[config.mk]
export PLATFORM = sky130hd
export DESIGN_NAME = pix_decim
export DESIGN_NICKNAME = d
export VERILOG_FILES = /design/src/rtl/pdec_pkg.sv /design/src/rtl/pdec_row_gate.sv /design/src/rtl/pdec_hsum.sv /design/src/rtl/pix_decim.sv
export SDC_FILE = /design/constraint.sdc
export NUM_CORES = 1
export LEC_CHECK = 0
export BUFFER_PORTS_ARGS = -buffer_cell sky130_fd_sc_hd__buf_2
export CORE_AREA = 2 2 73 75
export CTS_CLUSTER_SIZE = 10
export DETAILED_ROUTE_END_ITERATION = 7
export DIE_AREA = 0 0 75 77
export PLACE_DENSITY_LB_ADDON = 0.12
export REMOVE_ABC_BUFFERS = 1
export SLEW_MARGIN = 10
export SYNTH_ARGS = -nofsm -noshare
export SYNTH_HDL_FRONTEND = slang
export SYNTH_HIERARCHICAL = 1
export SYNTH_SLANG_ARGS = --single-unit
export TNS_END_PERCENT = 5
[constraint.sdc]
create_clock -name clk -period 3.7 [get_ports clk]
set_input_delay 0.185 -clock clk [delete_from_list [all_inputs] [get_ports clk]]
set_output_delay 0.185 -clock clk [all_outputs]
set_load 0.02 [all_outputs]
[src/rtl/pdec_pkg.sv]
package pdec_pkg;

    // Row index bits needed by the longest skip period (8 rows)
    localparam int ROW_W = 3;

    // Averaging code to log2 of the group size
    function automatic logic [1:0] avg_shift(input logic [1:0] code);
        logic [1:0] s;
        if (!code[0])       s = 2'd0;
        else if (!code[1])  s = 2'd1;
        else                s = 2'd2;
        return s;
    endfunction

    // Row keep decision from the format, the skip code and the row index
    function automatic logic row_kept(input logic raw,
                                      input logic [1:0] skip,
                                      input logic [ROW_W-1:0] row);
        logic k;
        unique case (skip)
            2'b00:   k = 1'b1;
            2'b01:   k = raw ? (row[1] == 1'b0) : (row[0] == 1'b0);
            default: k = raw ? (row[2:1] == 2'b00) : (row[1:0] == 2'b00);
        endcase
        return k;
    endfunction

endpackage

[src/rtl/pdec_row_gate.sv]
module pdec_row_gate
    import pdec_pkg::*;
(
    input  logic       clk,
    input  logic       rst_n,
    input  logic       frame_start_i,
    input  logic       line_valid_i,
    input  logic       raw_mode_i,
    input  logic [1:0] skip_code_i,
    output logic       keep_o
);

    typedef struct packed {
        logic [ROW_W-1:0] row;
        logic             lv;
    } rg_state_t;

    rg_state_t st_d, st_q;

    always_comb begin
        st_d    = st_q;
        st_d.lv = line_valid_i;
        if (frame_start_i)
            st_d.row = '0;
        else if (st_q.lv && !line_valid_i)
            st_d.row = st_q.row + 1'b1;
    end

    always_ff @(posedge clk) begin
        if (!rst_n) st_q <= '0;
        else        st_q <= st_d;
    end

    assign keep_o = row_kept(raw_mode_i, skip_code_i, st_q.row);

    // After a frame-start pulse the next row is row 0
    assert_row_zero_R8: assert property (@(posedge clk) disable iff (!rst_n)
        frame_start_i |=> (st_q.row == '0));

endmodule

[src/rtl/pdec_hsum.sv]
module pdec_hsum
    import pdec_pkg::*;
#(
    parameter int DW = 8
) (
    input  logic          clk,
    input  logic          rst_n,
    input  logic          line_valid_i,
    input  logic          en_i,
    input  logic [DW-1:0] pix_i,
    input  logic          raw_i,
    input  logic [1:0]    avg_code_i,
    output logic          vld_o,
    output logic [DW-1:0] pix_o
);

    localparam int MAX_SH = 2;
    localparam int ACC_W  = DW + MAX_SH;
    localparam int PC_W   = MAX_SH + 1;
    localparam int LANES  = 2;

    typedef struct packed {
        logic [LANES-1:0][ACC_W-1:0] acc;
        logic [PC_W-1:0]             pc;
        logic                        vld;
        logic [DW-1:0]               pix;
    } hs_state_t;

    hs_state_t st_d, st_q;

    logic [1:0]       shift;
    logic [1:0]       last_pos;
    logic [1:0]       pos;
    logic [PC_W-1:0]  span_m1;
    logic             lane;
    logic [ACC_W-1:0] sum;

    always_comb begin
        shift    = avg_shift(avg_code_i);
        last_pos = 2'((3'd1 << shift) - 3'd1);
        lane     = raw_i & st_q.pc[0];
        pos      = raw_i ? st_q.pc[2:1] : st_q.pc[1:0];
        span_m1  = raw_i ? {last_pos, 1'b1} : {1'b0, last_pos};
        sum      = ((pos == 2'd0) ? '0 : st_q.acc[lane]) + ACC_W'(pix_i);

        st_d     = st_q;
        st_d.vld = 1'b0;
        if (!line_valid_i) begin
            st_d.pc = '0;
        end else if (en_i) begin
            st_d.acc[lane] = sum;
            if (pos == last_pos) begin
                st_d.vld = 1'b1;
                st_d.pix = DW'(sum >> shift);
            end
            st_d.pc = (st_q.pc == span_m1) ? '0 : st_q.pc + 1'b1;
        end
    end

    always_ff @(posedge clk) begin
        if (!rst_n) st_q <= '0;
        else        st_q <= st_d;
    end

    assign vld_o = st_q.vld;
    assign pix_o = st_q.pix;

    // Without averaging each accepted pixel appears unchanged one clock later
    assert_pass_through_R9: assert property (@(posedge clk) disable iff (!rst_n)
        (en_i && !avg_code_i[0]) |=> (vld_o && pix_o == $past(pix_i)));

    // No result follows a cycle outside a row
    assert_no_stray_R12: assert property (@(posedge clk) disable iff (!rst_n)
        !line_valid_i |=> !vld_o);

endmodule

[src/rtl/pix_decim.sv]
module pix_decim
    import pdec_pkg::*;
#(
    parameter int DW = 8
) (
    input  logic          clk,
    input  logic          rst_n,
    input  logic          frame_start_i,
    input  logic          line_valid_i,
    input  logic [DW-1:0] pix_i,
    input  logic          raw_mode_i,
    input  logic [1:0]    skip_code_i,
    input  logic [1:0]    avg_code_i,
    output logic          line_valid_o,
    output logic          pix_valid_o,
    output logic [DW-1:0] pix_o
);

    typedef struct packed {
        logic lv;
    } top_state_t;

    top_state_t st_d, st_q;
    logic       keep;
    logic       pix_en;

    pdec_row_gate u_rows (
        .clk          (clk),
        .rst_n        (rst_n),
        .frame_start_i(frame_start_i),
        .line_valid_i (line_valid_i),
        .raw_mode_i   (raw_mode_i),
        .skip_code_i  (skip_code_i),
        .keep_o       (keep)
    );

    assign pix_en = line_valid_i & keep;

    pdec_hsum #(.DW(DW)) u_avg (
        .clk         (clk),
        .rst_n       (rst_n),
        .line_valid_i(line_valid_i),
        .en_i        (pix_en),
        .pix_i       (pix_i),
        .raw_i       (raw_mode_i),
        .avg_code_i  (avg_code_i),
        .vld_o       (pix_valid_o),
        .pix_o       (pix_o)
    );

    always_comb begin
        st_d    = st_q;
        st_d.lv = pix_en;
    end

    always_ff @(posedge clk) begin
        if (!rst_n) st_q <= '0;
        else        st_q <= st_d;
    end

    assign line_valid_o = st_q.lv;

    // A dropped row leaves both outputs low
    assert_drop_silent_R7: assert property (@(posedge clk) disable iff (!rst_n)
        (line_valid_i && !keep) |=> (!line_valid_o && !pix_valid_o));

    // Output strobes only inside the regenerated line
    assert_strobe_in_line_R13: assert property (@(posedge clk) disable iff (!rst_n)
        pix_valid_o |-> line_valid_o);

    // Both outputs idle in the first cycle after reset
    assert_reset_idle_R1: assert property (@(posedge clk)
        !rst_n |=> (!line_valid_o && !pix_valid_o));

endmodule

* After elaboration in Yosys (flattened, before gate mapping) *
Index checks and enable logic that the tools add are counted.

word-level totals
  bits of input ports = 17
  output and inout bits = 10
  bits in registers = 37
  logic and storage cells = 51

cells by class
  add/sub/neg operators = 4
  mux-type cells = 15
  order comparisons = 2
  shifts and indexed selects = 2
  bitwise operators = 5
  reduce and logical (&&, ||, !) cells = 12
  eq/ne operators = 3

operators with widths
  operator                                                     count
  2-to-1 mux 10 bit                                            4
  bitwise mux 20 bit                                           1
  adder 10 x 8 -> 10 bit                                       1
  demux 10 bit (select 1 bit)                                  1
  >> shifter 10 x 2 -> 8 bit                                   1
  2-to-1 mux 9 bit                                             1
  logical NOT 2 bit                                            4
  adder 3 x 1 -> 3 bit (second input constant)                 2
  2-to-1 mux 2 bit                                             3
  2-to-1 mux 3 bit                                             2
  AND reduction 3 bit                                          2
  AND reduction 2 bit                                          2
  equality test 3 bit                                          1
  inverter 1 bit                                               3
  bitwise AND 1 bit                                            2
  equality test 2 x 1 -> 1 bit (second input constant)         1
  equality test 2 bit                                          1
  logical AND 1 bit                                            2
  less-than comparator 1 x 2 -> 1 bit (second input constant)  1
  2-to-1 mux 1 bit                                             2
  one-hot mux 1 bit (2 select lines)                           1
  OR reduction 2 bit                                           1
  << shifter 1 x 2 -> 2 bit (first input constant)             1
  subtractor 2 x 1 -> 2 bit (second input constant)            1
  other kinds (2)                                              2

* Logic depth before layout (Yosys ltp) *
Gate-level depths: netlist (run 1).

  word-level depth = 7
  gate-level depth with buffers = 14

* Hierarchy *
The synthesis (run 1) kept the hierarchy.

by module, submodules not included
  module         instances  area an instance (sq um)  cells each
  pdec_hsum      1          2165.8                    287
  pdec_row_gate  1          211.5                     23
  pix_decim      1          32.5                      3

* Worst setup path before layout (run 1) *
Ideal clock, no wire load.

  path kind = reg2reg
  from = reg u_avg/st_q[9] (netlist name)
  to = reg u_avg.st_q (netlist bit u_avg/pix_o[4])
  slack = 0.840 ns
  arrival time = 2.738 ns
  data required time = 3.578 ns
  cell stages (with the launch flop) = 15
  path through = dfxtp_1 > buf_6 > nand2_1 > clkbuf_1 > nand2_1 > a21oi_1 > ha_1 > inv_1 > fa_1 > nand2b_1 > a21o_1 > a211oi_1 > nor2_1 > o31ai_1 > o22ai_1

between the ends
  word-level cells in the longest chain between the ends = 6

ends and longest elaborated chain
  item                                                   RTL line         source
  start, declared                                        pdec_hsum.sv:29  hs_state_t st_d, st_q;
  start signal, assigned                                 pdec_hsum.sv:62  else st_q <= st_d;
  bitwise AND 1 bit                                      pdec_hsum.sv:41  lane = raw_i & st_q.pc[0];
  2-to-1 mux 10 bit (not written as such) (2 in series)  pdec_hsum.sv:44  sum = ((pos == 2'd0) ? '0 : st_q.acc[lane]) + ACC_W'(pix_i);
  2-to-1 mux 10 bit                                      pdec_hsum.sv:44
  adder 10 x 8 -> 10 bit                                 pdec_hsum.sv:44
  >> shifter 10 x 2 -> 8 bit                             pdec_hsum.sv:54  st_d.pix = DW'(sum >> shift);

Several ways; a longest one is shown, not always the timed one. The select of a mux whose other input is x is not followed.
A chain may end at the register's enable or synchronous reset.

* Final worst setup path (run 1) *
Ends and elaborated chain as after synthesis.

==> results of run 1 <==
[worst max-delay path, delay by kind of cell, from the launching register on]
kind,cells,cell delay [ns]
simple gates,4,0.92
flops,1,0.54
compound gates,4,1.10
mux,1,0.19
fa+ha+maj,1,0.43
[cells by family (layout without fill, tap and decap cells)]
family          after synthesis  count (layout)  synth area share
compound gates               85              85             0.237
xor+xnor                     14              14            0.0509
fa+ha+maj                    12              12            0.0654
buf+inv                      34              46            0.0758
flops                        37              37             0.307
mux                           4               4            0.0187
simple gates                127             127             0.245
[final timing paths]
| kind | endpoint | cells after the start | slack (ns) |
|---|---|---|---|
| worst max-delay path | u_avg/pix_o[4] | 10 | 0.38 |
| worst min-delay path | u_rows/st_q[0] | 2 | 0.19 |
| worst max register to register | u_avg/pix_o[4] | 10 | 0.38 |
| worst min register to register | u_avg/st_q[30] | 2 | 0.46 |
[layout by cell type, fill, tap and decap left out, types with 5 or more instances in the layout]
cell | netlist | final
clkbuf_8 | 0 | 5
o21ai_1 | 6 | 6
nand2_1 | 67 | 67
o21ai_0 | 5 | 5
nor2_1 | 21 | 21
xor2_1 | 6 | 6
o211ai_1 | 7 | 7
ha_1 | 11 | 11
buf_2 | 2 | 26
and2_1 | 9 | 9
a21boi_1 | 6 | 6
a21oi_1 | 21 | 21
a21boi_0 | 9 | 9
dfxtp_1 | 37 | 37
nand2b_1 | 5 | 5
inv_1 | 10 | 10
o22ai_1 | 7 | 7
xnor2_1 | 8 | 8
[metal layers]
| layer | vias to the layer above | GRT usage |
|---|---|---|
| met5 | - | 0 |
| met4 | 0 | 0.0375 |
| li1 | 1105 | - |
| met1 | 1012 | 0.311 |
| met3 | 5 | 0.0512 |
| met2 | 31 | 0.304 |
[layout make-up]
cell class,instances,share of cell area
tap,70,0.0336
clock buffer,6,0.0279
sequential,37,0.284
inverter,11,0.0159
timing repair buffer,27,0.0528
clock inverter,2,0.0149
multi-input combinational,242,0.571
[flip-flops by register name, summed over array words and instances, names as in the netlist]
name and flops:
line_valid_o 1, u_rows/st_q 4, u_avg/vld_o 1, u_avg/pix_o 8
u_avg/st_q 23
[report_power, final]
| group | switching (mW) | internal, mW | total [mW] | leakage [nW] |
|---|---|---|---|---|
| Sequential | 0.00735 | 0.409 | 0.417 | 0.300 |
| Clock | 0.150 | 0.202 | 0.353 | 0.0554 |
| Combinational | 0.0781 | 0.0461 | 0.124 | 0.683 |
[metrics by stage]
step | power, mW | util | setup WS [ns] | hold WS [ns]
5_1_grt | 0.940 | 0.523 | 0.236 | 0.204
6_report | 0.894 | 0.523 | 0.375 | 0.194
3_5_place_dp | 0.549 | 0.501 | 0.400 | 0.447
3_3_place_gp | 0.548 | 0.501 | 0.499 | 0.444
2_1_floorplan | 0.503 | - | 0.849 | 0.306
4_1_cts | 0.907 | 0.523 | 0.393 | 0.188
==> results.sh, run 1 <==
export IMPL_cap_violations=0
export IMPL_instances_no_fill=395
export IMPL_yosysTopAreaCellShare=0.307
export IMPL_crit_arrival_ns=3.48
export IMPL_ys_seq_area_frac=0.307
export IMPL_worst_setup_path_start_kind="flip-flop"
export IMPL_vias=2153
export IMPL_grt_overflow=0
export IMPL_synth_area_leaders="dfxtp_1 (31%), nand2_1 (10%), ha_1 (5.7%), a21oi_1 (4.4%), nor2_1 (3.3%)"
export IMPL_hold_path_class="in2reg"
export IMPL_num_rows=26
export IMPL_ys_flop_type="dfxtp_1"
export IMPL_grt_setup_unrepaired="false"
export IMPL_cts_max_level=2
export IMPL_cp_startpoint="u_avg/st_q[9]"
export IMPL_post_cts_repair_setup_buffers=0
export IMPL_placed_cell_area_mm2=0.00249
export IMPL_drc=0
export IMPL_cpPeakStageDelay_ns=0.57
export IMPL_clock_sinks=37
export IMPL_synthTopCellsByCount="nand2_1 (67), dfxtp_1 (37), a21oi_1 (21), nor2_1 (21), ha_1 (11)"
export IMPL_gp_congestion=0.833
export IMPL_final_max_slew_viol_count=0
export IMPL_tightestPinTransition_ns=0.751
export IMPL_start_util=0.484
export IMPL_async_flop_share=0
export IMPL_antenna_left=0
export IMPL_synth_edf_count=0
export IMPL_syn_area_per_cell_um2=7.70
export IMPL_final_hold_violation_count=0
export IMPL_required_ns=3.86
export IMPL_synth_area_mm2=0.00241
export IMPL_die_x_um=75
export IMPL_wl_per_cell_um=14.5
export IMPL_numCtsBuffers=5
export IMPL_grt_pass1_vias=1865
export IMPL_clkTransAtPathRegs_ns=0.08
export IMPL_period_share=0.899
export IMPL_met2_length_mm=2.57
export IMPL_die_height_um=77
export IMPL_wl_met1_mm=2.88
export IMPL_fmax_mhz=301
export IMPL_dr_pass1_iters=4
export IMPL_final_setup_tns_ns=0
export IMPL_grt_pass1_wl_mm=9.31
export IMPL_dp_cells=387
export IMPL_crit_type="reg2reg"
export IMPL_io_buffers=26
export IMPL_final_cell_area_mm2=0.00261
export IMPL_cts_tree="built"
export IMPL_fin_crit_ns=3.32
export IMPL_synth_seq_cells=37
export IMPL_initialDrtViolationCount=139
export IMPL_grt_total_usage=0.208
export IMPL_setup_viol=0
export IMPL_clock_path_buffers=2
export IMPL_leakage_nw=1.04
export IMPL_synth_cells=313
export IMPL_cts_root_buf="clkbuf_8"
export IMPL_yosysMostFrequentCell="nand2_1"
export IMPL_worstPathMaxFanout=11
export IMPL_hp_start="line_valid_i"
export IMPL_vdd_drop_max_mv=0.206
export IMPL_core_mm2=0.00498
export IMPL_dr_wl_met3_um=246
export IMPL_critPathSlowestCell="a211oi_1"
export IMPL_yosysTopAreaCell="dfxtp_1"
export IMPL_antenna_found_initial=0
export IMPL_nFillCells=490
export IMPL_grt_max_degree=40
export IMPL_relSlewSlack=0.497
export IMPL_io_pins=27
export IMPL_crit_chain="nand2_1 -> mux2i_1 -> or2_2 -> fa_1 -> nand2b_1 -> a21o_1 -> a211oi_1 -> nor2_1 -> o31ai_1 -> o22ai_1"
export IMPL_reg2reg_from="u_avg/st_q[9]"
export IMPL_place_detailed_hpwl_mm=4.13
export IMPL_yosysWarnings=6
export IMPL_diodes=0
export IMPL_final_layout_size_suffix_gt1_frac=0.129
export IMPL_seq_area_um2=741
export IMPL_area_growth_synth_to_final_pct=8.10
export IMPL_multi_input_area_mm2=0.00149
export IMPL_dieArea_mm2=0.00578
export IMPL_vias_per_cell=5.45
export IMPL_ctsHoldBuffers=0
export IMPL_wl_mm=5.74
export IMPL_run_status="complete, no violations"
export IMPL_fin_nets=353
export IMPL_dr_max_layer_used="met4"
export IMPL_postCtsResizedCells=0
export IMPL_synth_distinct_cells=54
export IMPL_cellPowerDensity_mw_per_mm2=343
export IMPL_finClkSkew_ns=0.00639
export IMPL_clock_latency_ns=0.29
export IMPL_worstSetupEndpointType="flip-flop"
(Power assumes the default switching activity.)
==> inputs of run 2 (changes only) <==
--- a/config.mk
+++ b/config.mk
@@ -6,10 +6,10 @@
 export NUM_CORES = 1
 export LEC_CHECK = 0
 export BUFFER_PORTS_ARGS = -buffer_cell sky130_fd_sc_hd__buf_2
-export CORE_AREA = 2 2 73 75
+export CORE_AREA = 2 2 78 80
 export CTS_CLUSTER_SIZE = 10
 export DETAILED_ROUTE_END_ITERATION = 7
-export DIE_AREA = 0 0 75 77
+export DIE_AREA = 0 0 80 82
 export PLACE_DENSITY_LB_ADDON = 0.12
 export REMOVE_ABC_BUFFERS = 1
 export SLEW_MARGIN = 10
==> run 2 against run 1 <==
Net effect: sequential share of layout area shrank 0.47 points; clock skew grew 0.0035 ns; sequential cell count is the same; combinational power is essentially flat; critical path depth grew 1; non-clock buffer count grew 2; global-route usage shrank 1.6 points; power grew 8.0%; final cell count grew 1.8%.
==> results.sh, run 2 (synthesis results as in run 1) <==
export IMPL_run_status="complete, no violations"
export IMPL_layout_commonest_cell="nand2_1"
export IMPL_final_layout_size_suffix_gt1_frac=0.138
export IMPL_leakage_nw=1.06
export IMPL_regMostFlops="u_avg/st_q"
export IMPL_die_x_um=80
export IMPL_fmax_mhz=317
export IMPL_place_detailed_hpwl_mm=4.25
export IMPL_fin_nets=355
export IMPL_ctsHoldBuffers=0
export IMPL_tightestPinTransition_ns=0.744
export IMPL_postCtsResizedCells=0
export IMPL_crit_chain="nand2_1 -> mux2i_1 -> or2_2 -> fa_1 -> nand2b_1 -> a21o_1 -> a211oi_1 -> buf_4 -> nor2_1 -> o31ai_1 -> o22ai_1"
export IMPL_dr_pass1_iters=4
export IMPL_min_path_cells=3
export IMPL_reg2reg_depth=11
export IMPL_post_cts_repair_setup_buffers=0
export IMPL_grt_pass1_vias=1997
export IMPL_grt_setup_unrepaired="false"
export IMPL_grt_overflow=0
export IMPL_rrSetupSlack_ns=0.54
export IMPL_clock_path_buffers=2
export IMPL_required_ns=3.85
export IMPL_final_cell_area_mm2=0.00265
export IMPL_die_height_um=82
export IMPL_vias_per_cell=5.28
export IMPL_mostFrequentLayoutCells="nand2_1 (67), dfxtp_1 (37), buf_2 (26), a21oi_1 (21), nor2_1 (21)"
export IMPL_wl_mm=5.88
export IMPL_core_mm2=0.00575
export IMPL_worst_setup_path_start_kind="flip-flop"
export IMPL_cpPeakStageDelay_ns=0.54
export IMPL_reg2reg_from="u_avg/st_q[9]"
export IMPL_num_rows=28
export IMPL_finClkSkew_ns=0.00985
export IMPL_grt_pass1_wl_mm=9.73
export IMPL_final_max_slew_viol_count=0
export IMPL_fin_crit_ns=3.16
export IMPL_clkTransAtPathRegs_ns=0.08
export IMPL_grt_max_degree=40
export IMPL_clock_latency_ns=0.29
export IMPL_critPathSlowestCell="dfxtp_1"
export IMPL_relSlewSlack=0.502
export IMPL_cap_violations=0
export IMPL_area_growth_synth_to_final_pct=9.92
export IMPL_setup_viol=0
export IMPL_power_mw=0.965
export IMPL_vdd_drop_max_mv=0.185
export IMPL_numCtsBuffers=5
export IMPL_io_buffers=26
export IMPL_clock_sinks=37
export IMPL_hold_path_class="in2reg"
export IMPL_diodes=0
export IMPL_initialDrtViolationCount=166
export IMPL_wl_per_cell_um=14.6
export IMPL_drc=0
export IMPL_antenna_left=0
export IMPL_final_setup_tns_ns=0
export IMPL_dpl_worst_slack_ns=0.523
export IMPL_fin_util=0.461
export IMPL_worst_slack_ns=0.541
export IMPL_crit_arrival_ns=3.31
export IMPL_period_share=0.854
export IMPL_io_pins=27
export IMPL_cp_startpoint="u_avg/st_q[9]"
export IMPL_dieArea_mm2=0.00656
export IMPL_cts_root_buf="clkbuf_8"
export IMPL_worstPathMaxFanout=11
export IMPL_crit_end="u_avg/pix_o[4]"
export IMPL_vias=2122
export IMPL_placed_cell_area_mm2=0.00251
export IMPL_final_hold_violation_count=0
export IMPL_antenna_found_initial=0
export IMPL_largest_register_ffs=23
export IMPL_r2r_end="u_avg/pix_o[4]"
export IMPL_gp_congestion=0.840
export IMPL_start_util=0.419
export IMPL_crit_type="reg2reg"
export IMPL_worstSetupEndpointType="flip-flop"
export IMPL_cts_max_level=2
export IMPL_grt_total_usage=0.192
export IMPL_cellPowerDensity_mw_per_mm2=364
export IMPL_cts_tree="built"
[run 2: cell types whose count changed in the layout (fill, tap and decap cells not counted)]
cell,before,now
bufinv_16,1,2
buf_4,1,3
clkbuf_1,1,0
clkinv_2,0,1
clkinv_4,1,0
[run 2: layout make-up]
class | instances | area (µm²)
Timing Repair Buffer | 29 | 153
Fill cell | 618 | 3100
Sequential cell | 37 | 741
Clock buffer | 5 | 68.8
Inverter | 11 | 41.3
Clock inverter | 3 | 65.1
Tap cell | 75 | 93.8
Multi-Input combinational cell | 242 | 1490
[run 2: worst min path at each step]
stage                    from             end  slack [ns]
4_1_cts          line_valid_i  u_rows/st_q[0]        0.19
3_3_place_gp   u_avg/st_q[30]  u_avg/st_q[30]        0.45
2_1_floorplan           rst_n     u_avg/vld_o        0.31
6_report        frame_start_i  u_rows/st_q[1]        0.20
3_5_place_dp   u_avg/st_q[30]  u_avg/st_q[30]        0.45
5_1_grt         frame_start_i  u_rows/st_q[1]        0.21
[run 2: per-layer routing]
metal / up-vias / share of wire / GRT usage
met3: 4 / 0.043 / 0.0462
li1: 1106 / - / -
met1: 969 / 0.47 / 0.244
met4: 0 / 0.0087 / 0.0492
met2: 43 / 0.48 / 0.328
met5: - / 0 / 0
[run 2: worst max-delay path: cells and delay by family (launching register included)]
| kind | cells | cell delay, ns |
|---|---|---|
| simple gates | 4 | 0.90 |
| compound gates | 4 | 0.75 |
| flops | 1 | 0.54 |
| fa+ha+maj | 1 | 0.42 |
| mux | 1 | 0.20 |
| buf+inv | 1 | 0.19 |
[run 2: stage by stage]
stage	instances	hold WS, ns
after floorplan	290	0.306
after global placement	394	0.448
after detailed placement	394	0.447
after CTS	402	0.191
after global routing	402	0.206
final	402	0.201
[run 2: power by group]
part | internal [mW] | switching (mW)
registers | 0.409 | 0.00711
clock network | 0.268 | 0.154
logic | 0.0483 | 0.0785
